[src/rtl/rtc_wallclock.sv]
module rtc_wallclock #(
  parameter int unsigned FREQ0  = 32768,
  parameter int unsigned FREQ1  = 32000,
  parameter int unsigned FREQ2  = 38400,
  parameter int unsigned DAY_W  = 9,
  parameter int unsigned ADDR_W = 4
) (
  input  logic              clk,
  input  logic              rst_n,
  input  logic              ref_tick,
  input  logic              bus_wr,
  input  logic [ADDR_W-1:0] bus_word,
  input  logic [15:0]       bus_wdata,
  output logic [15:0]       bus_rdata,
  output logic              irq
);
  localparam int unsigned STEP  = 512;
  localparam int unsigned FMAX  = (FREQ0 > FREQ1) ? ((FREQ0 > FREQ2) ? FREQ0 : FREQ2)
                                                  : ((FREQ1 > FREQ2) ? FREQ1 : FREQ2);
  localparam int unsigned ACC_W = $clog2(FMAX + STEP) + 1;
  localparam logic [ADDR_W-1:0] W_HM = 0, W_SEC = 1, W_AHM = 2, W_ASEC = 3, W_CTRL = 4,
                                W_STAT = 5, W_IEN = 6, W_DAY = 8, W_ADAY = 9;

  logic [5:0] sec_q, min_q, a_sec_q, a_min_q;
  logic [4:0] hr_q, a_hr_q;
  logic [DAY_W-1:0] day_q, a_day_q;
  logic [1:0] sel_q;
  logic en_q;
  logic [15:0] status_q, ien_q;
  logic [ACC_W-1:0] acc_q, acc_sum, freq;
  logic [8:0] sub_q;

  wire wr_hm   = bus_wr && bus_word == W_HM;
  wire wr_sec  = bus_wr && bus_word == W_SEC;
  wire wr_day  = bus_wr && bus_word == W_DAY;
  wire wr_stat = bus_wr && bus_word == W_STAT;
  wire time_wr = wr_hm | wr_sec | wr_day;

  always_comb
    case (sel_q)
      2'd0:    freq = ACC_W'(FREQ0);
      2'd1:    freq = ACC_W'(FREQ1);
      default: freq = ACC_W'(FREQ2);
    endcase

  assign acc_sum = acc_q + ACC_W'(STEP);
  wire adv     = en_q & ref_tick & ~time_wr;
  wire ovf     = acc_sum >= freq;
  wire tick512 = adv & ovf;
  wire tick1   = tick512 & (&sub_q);

  logic [9:0] rate_ev;
  for (genvar r = 0; r < 9; r++) begin : g_tap
    assign rate_ev[r] = tick512 & (&sub_q[8-r:0]);
  end
  assign rate_ev[9] = tick512;

  wire sec_wrap = sec_q == 6'd59;
  wire min_wrap = min_q == 6'd59;
  wire hr_wrap  = hr_q == 5'd23;
  wire [5:0] sec_n = sec_wrap ? 6'd0 : sec_q + 6'd1;
  wire [5:0] min_n = sec_wrap ? (min_wrap ? 6'd0 : min_q + 6'd1) : min_q;
  wire [4:0] hr_n  = (sec_wrap && min_wrap) ? (hr_wrap ? 5'd0 : hr_q + 5'd1) : hr_q;
  wire [DAY_W-1:0] day_n = (sec_wrap && min_wrap && hr_wrap) ? day_q + DAY_W'(1) : day_q;

  wire alarm_ev = tick1 && {day_n, hr_n, min_n, sec_n} == {a_day_q, a_hr_q, a_min_q, a_sec_q};

  logic [15:0] ev;
  always_comb begin
    ev = 16'd0;
    ev[2] = alarm_ev;
    ev[4] = rate_ev[0];
    ev[7] = rate_ev[1];
    ev[15:8] = rate_ev[9:2];
  end

  always_ff @(posedge clk or negedge rst_n)
    if (!rst_n) begin
      acc_q <= '0;
      sub_q <= '0;
    end else if (time_wr) begin
      acc_q <= '0;
      sub_q <= '0;
    end else if (adv) begin
      acc_q <= ovf ? acc_sum - freq : acc_sum;
      if (ovf) sub_q <= sub_q + 9'd1;
    end

  always_ff @(posedge clk or negedge rst_n)
    if (!rst_n) begin
      sec_q <= '0; min_q <= '0; hr_q <= '0; day_q <= '0;
    end else if (time_wr) begin
      if (wr_hm) begin
        hr_q  <= bus_wdata[12:8];
        min_q <= bus_wdata[5:0];
      end
      if (wr_sec) sec_q <= bus_wdata[5:0];
      if (wr_day) day_q <= bus_wdata[DAY_W-1:0];
    end else if (tick1) begin
      sec_q <= sec_n; min_q <= min_n; hr_q <= hr_n; day_q <= day_n;
    end

  always_ff @(posedge clk or negedge rst_n)
    if (!rst_n) begin
      a_sec_q <= '0; a_min_q <= '0; a_hr_q <= '0; a_day_q <= '0;
      sel_q <= '0; en_q <= 1'b0; ien_q <= '0; status_q <= '0;
    end else begin
      if (bus_wr && bus_word == W_AHM) begin
        a_hr_q  <= bus_wdata[12:8];
        a_min_q <= bus_wdata[5:0];
      end
      if (bus_wr && bus_word == W_ASEC) a_sec_q <= bus_wdata[5:0];
      if (bus_wr && bus_word == W_ADAY) a_day_q <= bus_wdata[DAY_W-1:0];
      if (bus_wr && bus_word == W_CTRL) begin
        sel_q <= bus_wdata[6:5];
        en_q  <= bus_wdata[7];
      end
      if (bus_wr && bus_word == W_IEN) ien_q <= bus_wdata;
      status_q <= (status_q & ~(wr_stat ? bus_wdata : 16'd0)) | ev;
    end

  always_comb
    case (bus_word)
      W_HM:    bus_rdata = {3'd0, hr_q, 2'd0, min_q};
      W_SEC:   bus_rdata = {10'd0, sec_q};
      W_AHM:   bus_rdata = {3'd0, a_hr_q, 2'd0, a_min_q};
      W_ASEC:  bus_rdata = {10'd0, a_sec_q};
      W_CTRL:  bus_rdata = {8'd0, en_q, sel_q, 5'd0};
      W_STAT:  bus_rdata = status_q;
      W_IEN:   bus_rdata = ien_q;
      W_DAY:   bus_rdata = 16'(day_q);
      W_ADAY:  bus_rdata = 16'(a_day_q);
      default: bus_rdata = 16'd0;
    endcase

  assign irq = |(status_q & ien_q);
endmodule

[config.mk]
export PLATFORM = sky130hd
export DESIGN_NAME = rtc_wallclock
export DESIGN_NICKNAME = d
export VERILOG_FILES = /design/src/rtl/rtc_wallclock.sv
export SDC_FILE = /design/constraint.sdc
export NUM_CORES = 1
export LEC_CHECK = 0
export ABC_AREA = 1
export BUFFER_PORTS_ARGS = -buffer_cell sky130_fd_sc_hd__buf_2
export CAP_MARGIN = 20
export CORE_UTILIZATION = 48
export DETAILED_ROUTE_END_ITERATION = 10
export PLACE_DENSITY_LB_ADDON = 0.1
export SETUP_SLACK_MARGIN = 0.02
export SLEW_MARGIN = 20
export SYNTH_ARGS = -nofsm -noshare
export SYNTH_HDL_FRONTEND = slang
export SYNTH_SLANG_ARGS = --single-unit
[constraint.sdc]
create_clock -name clk -period 5.1 [get_ports clk]
set_input_delay 0.51 -clock clk [delete_from_list [all_inputs] [get_ports clk]]
set_output_delay 0.51 -clock clk [all_outputs]
set_load 0.02 [all_outputs]
==> reports/qor.txt, run 1 <==
Adder-Cell Fraction of Synth Area: 0.0336
Antenna-violating nets left: 0
Fill count: 1434
Syn Inst Count: 960
Die area: 14900 sq um
Io pins: 41
Clock root buffer: clkbuf_16
DR WL/cell: 17.2 microns
Status: finished clean
Simple-gate share of the synthesized area: 0.281
Vias in the first global route: 6021
Area of the mapped netlist: 6930 sq um
Via density: 5.53
Crit share post-route: 0.593
RD Place Congestion: 0.884
Initial antenna violation count: 1
Synth Area in Compound Gates: 0.186
Vias after detailed routing: 6473
Unrepaired setup endpoints after global routing: no
Total GRT Usage: 0.288
Post-cts hold buffer count: 0
Starting Density: 0.496
WL final: 20100 microns
P_leak: 3.81 nW
Worst skew pair latency: 0.36 ns
CTS Sinks: 105
Yosys reg bits: 105
Fin. Hold Viols: 0
WP data required: 4.59 ns
EDFF count, synth: 0
Cell internal pwr: 1.86 mW
Post-Synth XOR/XNOR Area: 0.0226
Drt initial violations: 633
Total CTS buffers: 9
Crit end category: output pin
Synth async-reset ratio: 1.00
Die width: 122 microns
Post-DP HPWL: 15000 microns
Syn avg cell area: 7.22 sq um
Hold WS: 0.275 ns
Worst slew pin tran: 0.949 ns
CTS clk-pin slew, worst paths: 0.08 ns
Largest family of logic cells by synthesized area: simple AND/OR/NAND/NOR gates
Pin count of the biggest net entering global routing: 74
Gate power share: 0.409
Layout cells sized above 1: 0.119
Synth unique cells: 46
Reg power frac: 0.373
Final setup violation count: 0
DP Area: 7220 sq um
CTS tree: yes
First-pass DRT Iterations: 7
Register area share after synthesis: 0.379
Net Switching: 1.38 mW
Post-CTS sizing: 0
Post-synthesis mux area share: 0
H-tree levels: 3
Yosys warns: 0
Rows: 43
Core ar.: 14000 sq um
Post-route cell area: 7520 sq um
IO buf count: 40
Switching part of the total: 0.425
Hold Crit Class: input pin to asynchronous set/reset pin
Ant diodes: 0
Syn_nets: 1002
Clock Skew: 0.0115 ns
FF+latch area: 2630 sq um
Startpoint Class: input pin
Pwr dens: 431 nW/um^2
Critical path class: input pin to output pin
Critical Path AT: 2.51 ns
Clock power frac: 0.218
Multi-input gate area: 3620 sq um
Max Fclk: 0.331 GHz
Global-route wire length before repair: 32200 microns
Max Fanout on Critical Path: 10
Total grt overflow: 0
Layout net count: 1028
Final period demand of the worst path: 3.02 ns
Slew Limit Fails: 0
Max-Cap Viols: 0
Setup TNS: 0 ns
Post-synth top flop: dfrtp_1
Chip height: 122 microns
Relative slew slack: 0.367
Peak VDD IR: 0.000230 V
Clock tree buffer depth: 2
DRC viols: 0
Postcts setup bufs: 0
P&R area growth vs syn: 8.54%
==> placed cells by master (no fill, tap or decap), types with 4 or more instances in the layout <==
| master | instances |
|---|---|
| nand2_4 | 5 |
| nor2_2 | 4 |
| nand2_1 | 262 |
| buf_2 | 39 |
| nor2_4 | 4 |
| nand4_1 | 18 |
| xnor2_1 | 5 |
| nand3_1 | 51 |
| o21ai_2 | 14 |
| nand2_2 | 16 |
| a21oi_1 | 20 |
| o22ai_1 | 22 |
| o21ai_1 | 22 |
| inv_1 | 130 |
| a221oi_1 | 11 |
| clkbuf_16 | 9 |
| nor2_1 | 50 |
| dfrtp_1 | 105 |
| nor3_1 | 7 |
| ha_1 | 17 |
| o211ai_1 | 8 |
| nand3b_1 | 7 |
| o21ai_0 | 113 |
| inv_2 | 9 |
| xor2_1 | 11 |
==> stage by stage <==
step | util | power [mW] | worst slack [ns] | instances
after global placement | 0.516 | 2.53 | 2.11 | 1155
final | 0.538 | 3.24 | 2.08 | 1171
after floorplan | - | 2.20 | 2.61 | 960
after CTS | 0.538 | 3.25 | 2.09 | 1171
after global routing | 0.538 | 3.50 | 1.76 | 1171
after detailed placement | 0.516 | 2.53 | 2.11 | 1155
==> layer usage <==
metal	vias up	GRT usage	wire [microns]
met2	215	0.435	9000
met1	3004	0.406	9050
met3	28	0.0716	1620
met4	2	0.0854	423
met5	-	0	8
li1	3224	-	-
==> path summary, 6_finish.rpt <==
path | start | end | slack, ns | depth (start not counted)
setup / recovery | bus_word[1] | bus_rdata[1] | 2.08 | 8
hold / removal | rst_n | sub_q[1] | 0.28 | 1
setup reg to reg | acc_q[9] | min_q[5] | 2.09 | 18
hold reg to reg | ien_q[10] | ien_q[10] | 0.49 | 2
max in group asynchronous | rst_n | min_q[5] | 3.82 | 2
min in group clk | bus_wdata[1] | status_q[1] | 0.37 | 2
==> cell usage after synthesis (2+ instances only) <==
| cell type | count | share of area |
|---|---|---|
| o21ai_1 | 22 | 0.016 |
| buf_2 | 7 | 0.0051 |
| buf_6 | 3 | 0.0049 |
| a221oi_1 | 11 | 0.014 |
| nor2_1 | 50 | 0.027 |
| o211ai_1 | 8 | 0.0087 |
| o2111ai_1 | 2 | 0.0025 |
| nand3b_1 | 7 | 0.0076 |
| xor2_1 | 11 | 0.014 |
| nand3_1 | 51 | 0.037 |
| nand2_4 | 5 | 0.0081 |
| buf_1 | 2 | 0.0011 |
| inv_2 | 9 | 0.0049 |
| nor2_4 | 4 | 0.0065 |
| nand4_1 | 18 | 0.016 |
| xnor2_1 | 5 | 0.0063 |
| ha_1 | 17 | 0.031 |
| o21ai_2 | 14 | 0.018 |
| inv_1 | 130 | 0.070 |
| a21oi_1 | 20 | 0.014 |
| nand2_2 | 16 | 0.014 |
| dfrtp_1 | 105 | 0.38 |
| nor2_2 | 4 | 0.0036 |
| o21ai_0 | 113 | 0.082 |
| nand2_1 | 262 | 0.14 |
| o221ai_1 | 3 | 0.0038 |
| a21boi_0 | 3 | 0.0032 |
| o22ai_1 | 22 | 0.020 |
| nand3_2 | 2 | 0.0029 |
| clkbuf_1 | 12 | 0.0065 |
| nor3_1 | 7 | 0.0051 |
==> kinds of logic after synthesis <==
group,count (synthesis)
buffers and inverters,168
adder cells (fa/ha/maj),18
AND/OR/NAND/NOR,430
AO/OA/AOI/OAI,222
flip-flops,105
XOR/XNOR,17
==> worst max-delay path: stages <==
cell,delay (ns)
buf_2,0.12
inv_1,0.07
nor2_1,0.06
nand2_1,0.32
clkinv_1,0.39
a2111oi_0,0.61
o21ai_0,0.22
buf_2,0.21
==> final cells by class <==
cell class | count | share of cell area
clock buffers | 10 | 0.0318
well taps | 180 | 0.0299
repair buffers | 41 | 0.0279
multi-input cells | 687 | 0.482
flip-flops and latches | 105 | 0.349
clock inverters | 6 | 0.00815
inverters | 142 | 0.0713
==> power groups by stage <==
| stage | sequential (mW) | combinational (mW) | clock [mW] |
|---|---|---|---|
| final | 1.21 | 1.33 | 0.706 |
| after global routing | 1.24 | 1.52 | 0.746 |
| after CTS | 1.20 | 1.32 | 0.720 |
| after detailed placement | 1.22 | 1.32 | 0 |
| after global placement | 1.22 | 1.31 | 0 |
| after floorplan | 1.16 | 1.04 | 0 |
==> registers in the layout (all words and copies together) (netlist names) <==
register  count
a_day_q       9
a_hr_q        5
a_min_q       6
a_sec_q       6
acc_q         9
day_q         9
en_q          1
hr_q          5
ien_q        16
min_q         6
sec_q         6
sel_q         2
status_q     16
sub_q         9
Note: power is estimated with default switching activity, not from simulation.
==> run 2, diff against run 1 <==
==> constraint.sdc (replaced) <==
create_clock -name clk -period 2.8 [get_ports clk]
set_input_delay 0.28 -clock clk [delete_from_list [all_inputs] [get_ports clk]]
set_output_delay 0.28 -clock clk [all_outputs]
set_load 0.02 [all_outputs]
==> reports/qor.txt, run 2 (same netlist as run 1, synthesis figures left out) <==
Status: finished clean
Cell internal pwr: 3.56 mW (+91%)
Max Fclk: 0.372 GHz
Worst skew pair latency: 0.37 ns (about the same)
Core ar.: 14000 sq um (unchanged)
Layout cells sized above 1: 0.151 (+0.0317)
Clock root buffer: clkbuf_16
Vias in the first global route: 5987 (-0.56%)
Peak VDD IR: 0.000388 V (+69%)
IO buf count: 40 (unchanged)
Largest stage delay on the critical path: 0.41 ns (-0.20 ns)
Final period demand of the worst path: 2.69 ns
Critical-path top delay cell: dfrtp_1
Reg power frac: 0.358 (-0.015)
Io pins: 41 (unchanged)
Pwr dens: 782 nW/um^2 (+82%)
Total grt overflow: 0 (unchanged)
Worst path cell trace: inv_2 > nor3_4 > nand3_1 > xor2_1 > inv_1 > ha_4 > nand2_2 > inv_2 > nand4_1 > o211ai_1 > nand2_1 > nand2_4 > nand2_4 > nor2_8 > inv_8 > nand2_8 > clkbuf_16 > o21ai_2
Net Switching: 2.62 mW (+90%)
Startpoint Class: register
Ant diodes: 0 (unchanged)
Pre-CTS WS: 0.0813 ns (-2.03 ns)
Registers with the most flip-flops: ien_q: 16 flops, status_q: 16 flops
Critical path class: register to register
Pin count of the biggest net entering global routing: 53 (-28%)
Hold Crit Class: input pin to register
P_leak: 3.99 nW (+4.8%)
Rows: 43 (unchanged)
Total GRT Usage: 0.293 (+0.00489)
WP data required: 3.06 ns (-1.53 ns)
Total CTS buffers: 9 (unchanged)
Switching part of the total: 0.424 (-0.000875)
Slew Limit Fails: 0 (unchanged)
CTS tree: yes
Unrepaired setup endpoints after global routing: yes
Layout net count: 1052 (+2.3%)
Clock Skew: 0.0104 ns (-0.00111 ns)
Initial antenna violation count: 0 (-1)
Max-Cap Viols: 0 (unchanged)
Chip height: 122 microns (unchanged)
DR WL/cell: 17.5 microns (+2.0%)
DRC viols: 0 (unchanged)
Antenna-violating nets left: 0 (unchanged)
Most common cell after layout, fill and taps aside: nand2_1
CTS clk-pin slew, worst paths: 0.08 ns (about the same)
Die width: 122 microns (unchanged)
R2R cell count: 18 (unchanged)
Max Fanout on Critical Path: 5 (-5)
Global-route wire length before repair: 32500 microns (+0.96%)
Post-layout total power: 6.19 mW (+91%)
Final setup violation count: 0 (unchanged)
Relative slew slack: 0.505 (+0.138)
Post-DP HPWL: 15600 microns (+4.0%)
Hold path cells: 2
Die area: 14900 sq um (unchanged)
Via density: 5.54 (+0.31%)
Gate power share: 0.416 (+0.007)
Starting Density: 0.496 (unchanged)
First-pass DRT Iterations: 5 (-2)
Fin. Hold Viols: 0 (unchanged)
Worst slew pin tran: 0.743 ns (-0.206 ns)
CTS Sinks: 105 (unchanged)
Clock tree buffer depth: 2 (unchanged)
WL final: 20900 microns (+4.1%)
Clock power frac: 0.226 (+0.008)
Crit end category: register
Most frequent cells in the layout: nand2_1 (256), inv_1 (129), o21ai_0 (113)
H-tree levels: 3 (unchanged)
Critical Path AT: 2.95 ns (+0.44 ns)
P&R area growth vs syn: 14.1%
Hold WS: 0.125 ns (-0.151 ns)
Setup ws final: 0.109 ns (-1.97 ns)
Fill count: 1357 (-5.4%)
Drt initial violations: 548 (-13%)
RD Place Congestion: 0.976 (+10%)
Crit share post-route: 0.961
Vias after detailed routing: 6626 (+2.4%)
run 2: changes by cell type in the layout (fill, tap and decap cells not counted), sizes merged:
cell         change
bufinv           +1
clkinv           -1
clkbuf           +1
inv              +1
dlygate4sd3      +1
buf             +21
run 2: repair_timing:
item,in CTS,in global routing
buffers inserted,0,3
setup endpoints to repair,0,42
resized for setup,0,19
endpoints found under the hold margin,35,0
hold buffers,1,0
run 2: through the flow:
step / instances / utilization / TNS, ns / instance area, sq um
3_3_place_gp: 1173 / 0.530 / 0 / 7410
6_report: 1195 / 0.565 / 0 / 7910
5_1_grt: 1195 / 0.565 / -0.575 / 7910
4_1_cts: 1190 / 0.554 / 0 / 7750
2_1_floorplan: 960 / - / 0 / 6930
3_5_place_dp: 1173 / 0.530 / 0 / 7410
run 2: area by class of cell:
type	count	area [sq um]	area share
clock inverters	7	105	0.0133
flip-flops and latches	105	2630	0.332
well taps	180	225	0.0285
inverters	142	543	0.0687
clock buffers	9	225	0.0285
repair buffers	65	478	0.0604
multi-input cells	687	3700	0.468
run 2: worst paths after layout:
kind                       slack [ns]          from           to
max                              0.11      acc_q[9]      hr_q[2]
min                              0.12  bus_wdata[1]  status_q[1]
max reg2reg                      0.11      acc_q[9]      hr_q[2]
min reg2reg                      0.49     ien_q[13]    ien_q[13]
max in group asynchronous        1.59         rst_n    acc_q[10]
min in group asynchronous        0.50         rst_n     sub_q[1]
run 2: power by group through the flow:
stage	sequential [mW]	clock, mW	combinational, mW
floorplan	2.12	0	1.90
global placement	2.22	0	2.42
detailed placement	2.22	0	2.44
CTS	2.20	1.41	2.46
global route	2.26	1.47	2.90
finish	2.21	1.40	2.58
run 2: per-layer routing:
layer / global-route usage / wire length, microns / share of wire / vias to the layer above
li1: - / - / - / 3265
met1: 0.437 / 9870 / 0.47 / 3118
met2: 0.442 / 9390 / 0.45 / 219
met3: 0.0487 / 1370 / 0.065 / 24
met4: 0.0678 / 291 / 0.014 / 0
met5: 0 / 0 / 0 / -
run 2: critical path: cells and delay by family, from the launching register on:
kind	cells	cell delay, ns
buf+inv	5	0.45
compound gates	2	0.18
fa+ha+maj	1	0.29
flops	1	0.41
xor+xnor	1	0.15
simple gates	9	1.10
==> run 3, diff against run 2 <==
--- a/config.mk
+++ b/config.mk
@@ -5,7 +5,6 @@
 export SDC_FILE = /design/constraint.sdc
 export NUM_CORES = 1
 export LEC_CHECK = 0
-export ABC_AREA = 1
 export BUFFER_PORTS_ARGS = -buffer_cell sky130_fd_sc_hd__buf_2
 export CAP_MARGIN = 20
 export CORE_UTILIZATION = 48
==> reports/qor.txt, run 3 <==
Status: finished, violations left
Failing checks: negative setup slack
Die area: 15000 sq um (+0.34%)
Total grt overflow: 0 (unchanged)
Clock Skew: 0.00988 ns (-0.000488 ns)
Syn avg cell area: 9.39 sq um (+30%)
WL final: 22200 microns (+6.1%)
Io pins: 41 (unchanged)
H-tree levels: 3 (unchanged)
Drt initial violations: 488 (-11%)
Initial antenna violation count: 1 (+1)
DRC viols: 0 (unchanged)
Register area share after synthesis: 0.378 (-0.00130)
Synth async-reset ratio: 1.00 (unchanged)
Yosys reg bits: 105 (unchanged)
Post-synth top flop: dfrtp_1
Pin count of the biggest net entering global routing: 53 (unchanged)
Global-route wire length before repair: 34900 microns (+7.2%)
Most frequent cells after synthesis: dfrtp_1 (105), nand2_1 (68), nor2_1 (56)
First-pass DRT Iterations: 5 (unchanged)
WP data required: 3.03 ns (-0.03 ns)
Ant diodes: 0 (unchanged)
Area of the mapped netlist: 6960 sq um (+0.34%)
Layout cells sized above 1: 0.322 (+0.171)
Fin. Hold Viols: 0 (unchanged)
Critical Path AT: 3.21 ns (+0.26 ns)
Pwr dens: 783 nW/um^2 (+0.14%)
Critical path class: register to register
Worst slew pin tran: 0.630 ns (-0.113 ns)
Synth unique cells: 81 (+76%)
Via density: 6.36 (+15%)
Peak VDD IR: 0.000647 V (+67%)
Antenna-violating nets left: 0 (unchanged)
Post-layout total power: 6.81 mW (+10%)
Total GRT Usage: 0.309 (+0.0158)
Relative slew slack: 0.577 (+0.0722)
CTS clk-pin slew, worst paths: 0.08 ns (about the same)
Max Fanout on Critical Path: 6 (+1)
# placed instances: 1000 (-15%)
Clock tree buffer depth: 2 (unchanged)
Unrepaired setup endpoints after global routing: yes
Setup ws final: -0.175 ns (-0.284 ns)
Final setup violation count: 46 (+46)
Yosys warns: 0 (unchanged)
Final core utilization: 0.622 (+0.0564)
Total CTS buffers: 9 (unchanged)
Syn_nets: 783 (-22%)
Startpoint Class: register
Most common cell in the netlist: dfrtp_1
Vias in the first global route: 6469 (+8.1%)
DR WL/cell: 21.4 microns (+22%)
Hold Crit Class: input pin to register
CTS tree: yes
EDFF count, synth: 0 (unchanged)
Synth top area share: 0.378 (-0.00130)
Slew Limit Fails: 0 (unchanged)
Die width: 122 microns (+0.17%)
IO buf count: 40 (unchanged)
Rows: 43 (unchanged)
CTS Sinks: 105 (unchanged)
Layout net count: 894 (-15%)
Worst skew pair latency: 0.37 ns (about the same)
Starting Density: 0.497 (+0.00170)
Registers with the most flip-flops: ien_q: 16 flops, status_q: 16 flops
Post-DP HPWL: 16100 microns (+2.9%)
Core ar.: 14000 sq um (unchanged)
Syn Inst Count: 741 (-23%)
P&R area growth vs syn: 25.0%
Chip height: 122 microns (+0.17%)
Max Fclk: 0.336 GHz (-9.5%)
Layout Cells excl Fill: 1037 (-13%)
P_leak: 3.86 nW (-3.2%)
Most frequent cells in the layout: dfrtp_1 (101), buf_4 (82), nand2_1 (66)
Max-Cap Viols: 0 (unchanged)
Leading area contributor after synthesis: dfrtp_1
Crit share post-route: 1.06 (+0.101)
Vias after detailed routing: 6597 (-0.44%)
Final period demand of the worst path: 2.97 ns (+0.284 ns)
Synth area leaders: dfrtp_1 (38%), mux2_2 (7.4%), nand2_1 (3.7%)
RD Place Congestion: 0.960 (-1.6%)
Most common cell after layout, fill and taps aside: dfrtp_1
Crit end category: register
Clock root buffer: clkbuf_16
-- run 3: report_power, final --
part | internal, mW | switching, mW | total [mW]
clock | 0.663 | 0.670 | 1.33
combinational | 1.71 | 1.60 | 3.31
sequential | 1.82 | 0.352 | 2.17
total | 4.19 | 2.63 | 6.81
-- run 3: area by class of cell --
class | instances | area (sq um)
fill | 1178 | 5290
timing repair buffer | 144 | 1130
inverter | 18 | 67.6
sequential | 105 | 2630
clock inverter | 6 | 65.1
clock buffer | 10 | 239
multi-input combinational | 574 | 4340
tap | 180 | 225
-- run 3: worst paths after layout --
path                               start     endpoint  slack, ns  depth (start not counted)
setup / recovery               acc_q[10]    acc_q[11]      -0.17                         13
hold / removal             bus_wdata[14]    ien_q[14]       0.16                          2
setup reg to reg               acc_q[10]    acc_q[11]      -0.17                         13
hold reg to reg              status_q[4]  status_q[4]       0.53                          2
max in group asynchronous          rst_n     day_q[7]       1.68                          3
min in group asynchronous          rst_n     sec_q[1]       0.38                          2
-- run 3: worst max-delay path, cell delays in order, from the launching register on --
cell and delay (ns):
dfrtp_1 0.42, buf_6 0.13, nand2_1 0.09, nor2_2 0.16, xor2_1 0.17, ha_1 0.27, nand4_1 0.08, nor2_1 0.06
or4b_4 0.53, o21bai_4 0.26, buf_12 0.18, mux2_4 0.29, a22oi_2 0.15, nor2_1 0.05
-- run 3: logic make-up after synthesis --
kind of cell | after synthesis | share of synthesized area
multiplexers | 57 | 0.0928
buffers and inverters | 62 | 0.0396
flip-flops | 105 | 0.378
AND/OR/NAND/NOR | 249 | 0.185
adder cells (fa/ha/maj) | 18 | 0.0335
XOR/XNOR | 41 | 0.0516
AO/OA/AOI/OAI | 209 | 0.220
-- run 3: per-stage QoR --
stage | setup TNS [ns] | setup slack, ns | instance area (sq um) | hold WS [ns]
after floorplan | -0.0309 | -0.0309 | 6970 | -0.0156
after global placement | -1.10 | -0.134 | 7850 | 0.225
after detailed placement | -3.17 | -0.180 | 7850 | 0.234
after CTS | -3.37 | -0.131 | 8530 | 0.158
after global routing | -8.51 | -0.262 | 8700 | 0.171
final | -3.60 | -0.175 | 8700 | 0.162
-- run 3: metal layers --
metal  routed length (microns)  up-vias  global-route usage
met5                        13        -                   0
met4                       711        2               0.151
met3                      1080       51              0.0432
met2                     10900      211               0.509
met1                      9490     3313               0.398
li1                          -     3020                   -
-- run 3: timing repair --
| item | CTS | global route |
|---|---|---|
| endpoints found under the setup margin | 49 | 53 |
| hold buffers | 1 | 0 |
| setup buffers | 12 | 7 |
| resized for setup | 62 | 28 |
| pin swaps | 37 | 33 |
| cloned | 2 | 1 |
| endpoints found under the hold margin | 25 | 0 |
